`config.mk`:
```
export PLATFORM = sky130hd
export DESIGN_NAME = i2c_wr_master
export DESIGN_NICKNAME = d
export VERILOG_FILES = /design/src/rtl/i2cw_pkg.sv /design/src/rtl/i2cw_txfifo.sv /design/src/rtl/i2cw_phase_timer.sv /design/src/rtl/i2c_wr_master.sv
export SDC_FILE = /design/constraint.sdc
export NUM_CORES = 1
export LEC_CHECK = 0
export BUFFER_PORTS_ARGS = -buffer_cell sky130_fd_sc_hd__buf_2
export CAP_MARGIN = 30
export CORE_UTILIZATION = 50
export CTS_BUF_LIST = sky130_fd_sc_hd__clkbuf_4
export DETAILED_ROUTE_END_ITERATION = 8
export GPL_ROUTABILITY_DRIVEN = 0
export GPL_TIMING_DRIVEN = 0
export PLACE_DENSITY = 0.71
export SLEW_MARGIN = 20
export SYNTH_ARGS = -nofsm -noshare
export SYNTH_HDL_FRONTEND = slang
export SYNTH_SLANG_ARGS = --single-unit
```
`constraint.sdc`:
```
create_clock -name clk -period 2 [get_ports clk]
set_input_delay 0.5 -clock clk [delete_from_list [all_inputs] [get_ports clk]]
set_output_delay 0.5 -clock clk [all_outputs]
set_load 0.02 [all_outputs]
```
`src/rtl/i2cw_pkg.sv`:
```
// Shared types for the write-only I2C master.
// Assumes: nothing beyond a 2-bit register select.
package i2cw_pkg;
    typedef enum logic [2:0] {
        ST_IDLE,
        ST_START,
        ST_LOW,
        ST_HIGH,
        ST_STOP_LOW,
        ST_STOP_HIGH,
        ST_FREE
    } eng_state_t;

    typedef enum logic [1:0] {
        SEL_ADDR = 2'd0,
        SEL_DATA = 2'd1,
        SEL_DIV  = 2'd2,
        SEL_CTRL = 2'd3
    } reg_sel_t;
endpackage

```
`src/rtl/i2cw_txfifo.sv`:
```
// Small transmit queue: first in, first out, with a synchronous flush.
// Assumes: a push to a full queue is dropped; a pop of an empty queue is ignored.
module i2cw_txfifo #(
    parameter int W     = 8,
    parameter int DEPTH = 2
) (
    input  logic         clk,
    input  logic         rst_n,
    input  logic         push,
    input  logic [W-1:0] din,
    input  logic         pop,
    input  logic         flush,
    output logic [W-1:0] dout,
    output logic         empty,
    output logic         full
);
    localparam int PW = (DEPTH > 1) ? $clog2(DEPTH) : 1;
    localparam int CW = $clog2(DEPTH + 1);

    logic [W-1:0]  mem [DEPTH];
    logic [PW-1:0] rd_ptr, wr_ptr;
    logic [CW-1:0] count;
    logic          do_push, do_pop;

    assign empty   = (count == '0);
    assign full    = (count == CW'(DEPTH));
    assign do_push = push && !full;
    assign do_pop  = pop && !empty;
    assign dout    = mem[rd_ptr];

    function automatic logic [PW-1:0] wrap_inc(input logic [PW-1:0] p);
        return (p == PW'(DEPTH - 1)) ? '0 : p + 1'b1;
    endfunction

    // Pointer and fill-level bookkeeping.
    always_ff @(posedge clk) begin
        if (!rst_n || flush) begin
            rd_ptr <= '0;
            wr_ptr <= '0;
            count  <= '0;
        end else begin
            if (do_push) wr_ptr <= wrap_inc(wr_ptr);
            if (do_pop)  rd_ptr <= wrap_inc(rd_ptr);
            if (do_push && !do_pop)      count <= count + 1'b1;
            else if (do_pop && !do_push) count <= count - 1'b1;
        end
    end

    // Storage write; the contents need no reset.
    always_ff @(posedge clk) begin
        if (do_push && !flush) mem[wr_ptr] <= din;
    end

    AST_PUSH_GROWS: assert property (@(posedge clk) disable iff (!rst_n)
        (do_push && !do_pop && !flush) |=> (count == $past(count) + 1'b1));
endmodule

```
`src/rtl/i2cw_phase_timer.sv`:
```
// Down-counter that times one SCL phase; freezes while told to hold.
// Assumes: load has priority over hold; done means the count has reached zero.
module i2cw_phase_timer #(
    parameter int TW = 16
) (
    input  logic          clk,
    input  logic          rst_n,
    input  logic          load,
    input  logic [TW-1:0] load_val,
    input  logic          hold,
    output logic          done
);
    logic [TW-1:0] cnt;

    assign done = (cnt == '0);

    // Load a new phase length, otherwise count down unless held.
    always_ff @(posedge clk) begin
        if (!rst_n)                 cnt <= '0;
        else if (load)              cnt <= load_val;
        else if (!hold && cnt != 0) cnt <= cnt - 1'b1;
    end

    AST_HOLD_FREEZES: assert property (@(posedge clk) disable iff (!rst_n)
        (hold && !load) |=> $stable(cnt));
endmodule

```
`src/rtl/i2c_wr_master.sv`:
```
// Write-only I2C master. An address write launches START, the address byte
// and the queued bytes. The transfer stops by itself once the queue is empty
// after an ACK, or at once on a NACK.
// Assumes: scl_in/sda_in are synchronous to clk; divider low count >= 2.
module i2c_wr_master
    import i2cw_pkg::*;
#(
    parameter int              DIV_W     = 16,
    parameter logic [DIV_W-1:0] DIV_RESET = 16'hCFCF,
    parameter int              STOP_GAP  = 1020,
    parameter int              DEPTH     = 2,
    parameter int              TW        = 16
) (
    input  logic             clk,
    input  logic             rst_n,
    input  logic             reg_wr,
    input  logic [1:0]       reg_sel,
    input  logic [DIV_W-1:0] reg_wdata,
    input  logic             stat_rd,
    output logic [3:0]       status,
    output logic             irq,
    input  logic             scl_in,
    input  logic             sda_in,
    output logic             scl_drive_low,
    output logic             sda_drive_low
);
    localparam int HALF_W = DIV_W / 2;
    localparam logic [3:0] ACK_BIT = 4'd8;

    eng_state_t       state, state_n;
    logic [DIV_W-1:0] div_q;
    logic             irq_en;
    logic [3:1]       stat_q;
    logic [7:0]       shreg;
    logic [3:0]       bitn;
    logic             pend, bb, bb_q;
    logic             addr_wr, fifo_push, pop, flush, nack_set;
    logic             fifo_empty, fifo_full;
    logic [7:0]       fifo_dout;
    logic             tload, tdone, t_hold, step;
    logic [TW-1:0]    tval, hi_cnt, lo_cnt;

    assign addr_wr   = reg_wr && (reg_sel == SEL_ADDR);
    assign fifo_push = reg_wr && (reg_sel == SEL_DATA);
    assign hi_cnt    = TW'(div_q[DIV_W-1:HALF_W]);
    assign lo_cnt    = TW'(div_q[HALF_W-1:0]);
    assign t_hold    = (state == ST_HIGH || state == ST_STOP_HIGH) && !scl_in;
    assign step      = tdone && !t_hold;
    assign status    = {stat_q, (state != ST_IDLE)};
    assign irq       = irq_en && (|stat_q);

    i2cw_txfifo #(.W(8), .DEPTH(DEPTH)) u_fifo (
        .clk(clk), .rst_n(rst_n), .push(fifo_push), .din(reg_wdata[7:0]),
        .pop(pop), .flush(flush), .dout(fifo_dout),
        .empty(fifo_empty), .full(fifo_full)
    );

    i2cw_phase_timer #(.TW(TW)) u_timer (
        .clk(clk), .rst_n(rst_n), .load(tload), .load_val(tval),
        .hold(t_hold), .done(tdone)
    );

    // Next-state decision, phase timer reload, queue pop/flush and byte-start pulse.
    always_comb begin
        state_n  = state;
        tload    = 1'b0;
        tval     = '0;
        pop      = 1'b0;
        flush    = 1'b0;
        bb       = 1'b0;
        nack_set = 1'b0;
        case (state)
            ST_IDLE:
                if (addr_wr) begin state_n = ST_START; tload = 1'b1; tval = hi_cnt; end
            ST_START:
                if (step) begin state_n = ST_LOW; tload = 1'b1; tval = lo_cnt; bb = 1'b1; end
            ST_LOW:
                if (step) begin state_n = ST_HIGH; tload = 1'b1; tval = hi_cnt; end
            ST_HIGH:
                if (step) begin
                    tload = 1'b1;
                    tval  = lo_cnt;
                    if (bitn != ACK_BIT) begin
                        state_n = ST_LOW;
                    end else if (sda_in) begin
                        state_n  = ST_STOP_LOW;
                        nack_set = 1'b1;
                        flush    = 1'b1;
                    end else if (fifo_empty) begin
                        state_n = ST_STOP_LOW;
                    end else begin
                        state_n = ST_LOW;
                        pop     = 1'b1;
                        bb      = 1'b1;
                    end
                end
            ST_STOP_LOW:
                if (step) begin state_n = ST_STOP_HIGH; tload = 1'b1; tval = TW'(STOP_GAP); end
            ST_STOP_HIGH:
                if (step) begin state_n = ST_FREE; tload = 1'b1; tval = hi_cnt; end
            ST_FREE:
                if (step) state_n = ST_IDLE;
            default: state_n = ST_IDLE;
        endcase
    end

    // Bus drivers, shift register and bit counter.
    always_ff @(posedge clk) begin
        if (!rst_n) begin
            state         <= ST_IDLE;
            scl_drive_low <= 1'b0;
            sda_drive_low <= 1'b0;
            shreg         <= '0;
            bitn          <= '0;
            pend          <= 1'b0;
            bb_q          <= 1'b0;
        end else begin
            state <= state_n;
            bb_q  <= bb;
            case (state)
                ST_IDLE:
                    if (addr_wr) begin
                        sda_drive_low <= 1'b1;
                        shreg         <= {reg_wdata[7:1], 1'b0};
                    end
                ST_START:
                    if (step) begin
                        scl_drive_low <= 1'b1;
                        pend          <= !shreg[7];
                        bitn          <= '0;
                    end
                ST_LOW, ST_STOP_LOW: begin
                    sda_drive_low <= pend;
                    if (step) scl_drive_low <= 1'b0;
                end
                ST_HIGH:
                    if (step) begin
                        scl_drive_low <= 1'b1;
                        if (bitn != ACK_BIT) begin
                            bitn  <= bitn + 1'b1;
                            shreg <= {shreg[6:0], 1'b0};
                            pend  <= (bitn == 4'd7) ? 1'b0 : !shreg[6];
                        end else if (sda_in || fifo_empty) begin
                            pend <= 1'b1;
                        end else begin
                            shreg <= fifo_dout;
                            bitn  <= '0;
                            pend  <= !fifo_dout[7];
                        end
                    end
                ST_STOP_HIGH:
                    if (step) sda_drive_low <= 1'b0;
                default: ;
            endcase
        end
    end

    // Configuration registers and sticky status flags.
    always_ff @(posedge clk) begin
        if (!rst_n) begin
            div_q  <= DIV_RESET;
            irq_en <= 1'b0;
            stat_q <= '0;
        end else begin
            if (reg_wr && reg_sel == SEL_DIV)  div_q  <= reg_wdata;
            if (reg_wr && reg_sel == SEL_CTRL) irq_en <= reg_wdata[0];
            if (stat_rd)   stat_q      <= '0;
            if (fifo_push) stat_q[2:1] <= '0;
            if (bb_q && !fifo_full) stat_q[2:1] <= 2'b11;
            if (nack_set)  stat_q[3]   <= 1'b1;
        end
    end

    AST_START_SHAPE: assert property (@(posedge clk) disable iff (!rst_n)
        $rose(status[0]) |-> (sda_drive_low && !scl_drive_low));
    AST_SDA_STILL_IN_HIGH: assert property (@(posedge clk) disable iff (!rst_n)
        (state == ST_HIGH && $past(state) == ST_HIGH) |-> $stable(sda_drive_low));
    AST_FLAG_AT_BYTE_START: assert property (@(posedge clk) disable iff (!rst_n)
        $rose(stat_q[2]) |-> $past(bb_q));
    AST_STOP_ON_EMPTY: assert property (@(posedge clk) disable iff (!rst_n)
        (state == ST_HIGH && step && bitn == ACK_BIT && !sda_in && fifo_empty)
            |=> (state == ST_STOP_LOW));
    AST_NACK_FLUSH: assert property (@(posedge clk) disable iff (!rst_n)
        nack_set |=> (fifo_empty && stat_q[3]));
    AST_BUSY_IGNORES_ADDR: assert property (@(posedge clk) disable iff (!rst_n)
        (addr_wr && state != ST_IDLE && state != ST_START) |=> (state != ST_START));
endmodule

```
==> results.md <==
- Status: finished with violations
- Failing checks: setup timing
- Synth Flop Type: dfxtp_1
- First-pass GRT wire length: 15,500 um
- CTS tree: done
- Final hold slack: 0.255 ns
- DR vias/cell: ~6
- Total routed wirelength: 11,100 um
- Cell accounting for the most synthesized area: dfxtp_1
- Cts bufs inserted: 9
- Most frequent CP cell: buf_4
- Vias in the first global route: 3,064
- Top-area cell type share of the netlist area: 31.9%
- Longest Clk Path Bufs: 2
- Initial antenna violation count: 0
- Die area: slightly below 8000 sq um
- CP max-delay cell: dfxtp_2
- Clock Skews: approximately 0.021 ns
- I/O pins: 31
- FP Rows: 31
- RSZ-0062 raised after global routing: yes
- M1 WL: 4960 um
- Die height: 88.1 um
- Max_cap viols: 0
- Layout Cells excl Fill: 600
- Crit Path Category: reg2reg
- Buffers & Inverters on Critical Path: 4
- Slew headroom: around three fifths
- Power per cell area: around 1400 nW/um^2
- Worst setup slack after layout: -0.209 ns
- Initial drt markers: approximately 310
- Chip width: between 80 and 90 um
- Worst EP arrival: 2.55 ns
- Worst r2r src: u_timer.cnt[1]$_SDFFE_PN0P_
- Mapped Area: 3710 sq um
- Area growth from synthesis to final layout: 28.2%
- DR WL/cell: 18.5 um
- Worst slew pin tran: 0.607 ns
- Cell family with most CP delay: buffers and inverters
- DRC violations left: 0
- Syn avg cell area: 8.70 sq um
- Hold Crit Class: in2reg
- Metal2 WL: 5180 um
- Final Net Count: 525
- Placed cell count: 554
- Worst vdd ir: 0.543 mV
- Cell area after layout: approximately 4800 sq um
- Uppermost routed layer: met4
- Final setup violation count: 43
- Worst-path clk slew: 0.14 ns
- Final min period: 2.21 ns
- Latest clock arrival within the worst-skew pair: 0.45 ns
- Detailed placement HPWL: between 6000 and 7000 um
- Syn_nets: 455
- Initial Util: 51.4%
- Core Region: 7210 sq um
- Clock Tree Root: clkbuf_4
- Yosys warnings: 0
- DR pass1 iterations: 5
- Largest net degree at the start of global routing: 17
- Setup crit start: u_timer.cnt[1]$_SDFFE_PN0P_
- Post-synth ARST share: 0%
- CP Max Fanout: 7
- Fin crit share: 110%
- Area post-placement: 3990 sq um
- Unique masters post-synth: 58
- Worst-path cell chain: inv_2 -> ha_4 -> nor4b_4 -> buf_4 -> nand4_4 -> buf_6 -> o41ai_4 -> buf_4 -> a21oi_2 -> o21a_1
- Startpoint type of the worst setup path: register
- Total Routing Usage GR: between 20% and 30%
- Hold wc startpoint: reg_wdata[10]
- Sequential share of the synthesized area: 44.8%
- CP max stage delay: 0.36 ns
- Leakage: about 1.8 nW
- Gr ovfl total: 0
- H-tree depth: 3
- Vias post-DR: roughly 3,700
- F_max: 453 MHz
- Mapped Cells: 426
- CP required: 2.34 ns
- Max-slew violations: 0
- PortBufs: 29
- Top cells by area, synth: dfxtp_1 32%, edfxtp_1 13%, nand2_1 5.8%, nor2_1 3.6%, a21oi_1 3.5%
- Clk sinks: 75
- #FFs+latches synth: 75
- Antenna diode instance count: 0
- Number of synthesized flops with an enable pin: 16
- Final hold viol count: 0
- CP endpoint kind: register
- DRT antenna net count: 0
- Met3 routed WL: 643 um
- Share of post-route cells with drive strength above 1: 30.1%
## path summary, 6_finish.rpt
kind                                                    end  slack [ns]  cells after the start
worst min-delay path                 div_q[10]$_SDFFE_PN1P_        0.26                      3
worst min register to register        div_q[4]$_SDFFE_PN0P_        0.47                      2
worst max register to register  u_timer.cnt[9]$_SDFFE_PN0P_       -0.21                     10
worst max-delay path            u_timer.cnt[9]$_SDFFE_PN0P_       -0.21                     10
## state kept, by name, indices dropped and copies added (netlist names), named ones only
name,cells
div_q,16
u_fifo.mem,16
u_timer.cnt,16
shreg,8
bitn,4
state,3
stat_q,2
u_fifo.count,2
bb_q,1
irq_en,1
pend,1
scl_drive_low,1
sda_drive_low,1
u_fifo.rd_ptr,1
u_fifo.wr_ptr,1
## cell usage after synthesis, drive strengths merged (3+ instances only)
cell type and number:
nand4 8, o21a 3, dfxtp 59, nor2 37, a31oi 3, nand2 57, ha 5, edfxtp 16
o22ai 8, nand3 19, nor4 11, buf 10, o31ai 5, xnor2 12, nor3b 3, a22oi 3
nand2b 3, clkbuf 16, and3 3, inv 14, nor3 13, nand3b 6, o21ai 17, a211oi 8
or4 6, or3 6, o311a 6, nor2b 9, a21oi 26, xor2 4, a2bb2oi 4
## cell type report
type,instances,area [sq um]
Buffer,24,138
Clock buffer,9,67.6
Clock inverter,7,87.6
Fill cell,574,2460
Inverter,14,52.6
Multi-Input combinational cell,311,2190
Sequential cell,75,1680
Tap cell,99,124
Timing Repair Buffer,61,414
## cell families after synthesis
logic type               count (synthesis)  synth area share [%]
AO/OA/AOI/OAI                           98                  18.0
XOR/XNOR                                16                  3.78
adder cells (fa/ha/maj)                  5                  1.69
buffers and inverters                   40                  4.36
flip-flops                              75                  44.8
multiplexers                             3                 0.844
AND/OR/NAND/NOR                        189                  26.5
## timing repair
action	CTS	global route
pin swaps	16	32
setup buffers	20	12
gates resized for setup	43	45
gates cloned	0	2
setup endpoints to repair	57	57
hold buffers	0	0
## routing by layer
layer / vias up / GRT usage, %
met5: - / 0
met4: 0 / 12.9
met3: 31 / 4.52
met2: 174 / 41.0
met1: 1785 / 37.5
li1: 1699 / -
## report_power, final
| group | leakage [nW] | switching [mW] | total [mW] | internal (mW) |
|---|---|---|---|---|
| Combinational | 1.07 | 1.71 | 3.31 | 1.59 |
| Clock | 0.0858 | 0.644 | 1.06 | 0.416 |
| Sequential | 0.630 | 0.300 | 2.08 | 1.78 |
## worst register-to-register path: cells and delay by family, from the launching register on
| kind | cells | cell delay (ns) |
|---|---|---|
| buf+inv | 4 | 0.65 |
| fa+ha+maj | 1 | 0.12 |
| compound gates | 3 | 0.53 |
| simple gates | 2 | 0.44 |
| flops | 1 | 0.36 |
## layout by cell type (no fill, tap or decap), types with 3 or more instances in the layout
| cell type | count |
|---|---|
| edfxtp_1 | 16 |
| nor2_4 | 4 |
| nor4_1 | 7 |
| clkbuf_1 | 11 |
| xnor2_1 | 11 |
| ha_1 | 3 |
| o22ai_1 | 4 |
| o31ai_1 | 3 |
| nor4_4 | 3 |
| o21ai_0 | 13 |
| nand2b_1 | 3 |
| a22oi_2 | 3 |
| or4_1 | 4 |
| nor3_1 | 10 |
| o22ai_2 | 4 |
| a31oi_1 | 3 |
| dfxtp_2 | 5 |
| inv_6 | 4 |
| a21oi_2 | 5 |
| a21oi_1 | 21 |
| or3_1 | 4 |
| nand3_1 | 18 |
| a2bb2oi_1 | 4 |
| buf_4 | 30 |
| buf_6 | 6 |
| dfxtp_1 | 52 |
| clkbuf_4 | 9 |
| buf_2 | 32 |
| xor2_1 | 4 |
| nand2_1 | 55 |
| inv_2 | 4 |
| inv_1 | 10 |
| o311a_1 | 6 |
| o21a_1 | 3 |
| nor2_1 | 31 |
| a211oi_1 | 8 |
| nand3b_1 | 6 |
| nor2b_1 | 9 |
| nand4_1 | 7 |
## through the flow
step | total power [mW] | utilization (%) | setup TNS, ns | setup slack [ns]
final | 6.45 | 65.9 | -4.42 | -0.209
after global placement | 3.95 | 55.3 | -11.49 | -0.341
after detailed placement | 3.99 | 55.3 | -13.30 | -0.379
after CTS | 5.64 | 61.9 | -1.13 | -0.112
after floorplan | 3.54 | - | -0.0186 | -0.0186
after global routing | 6.70 | 65.9 | -6.29 | -0.271
(Power assumes the default switching activity.)
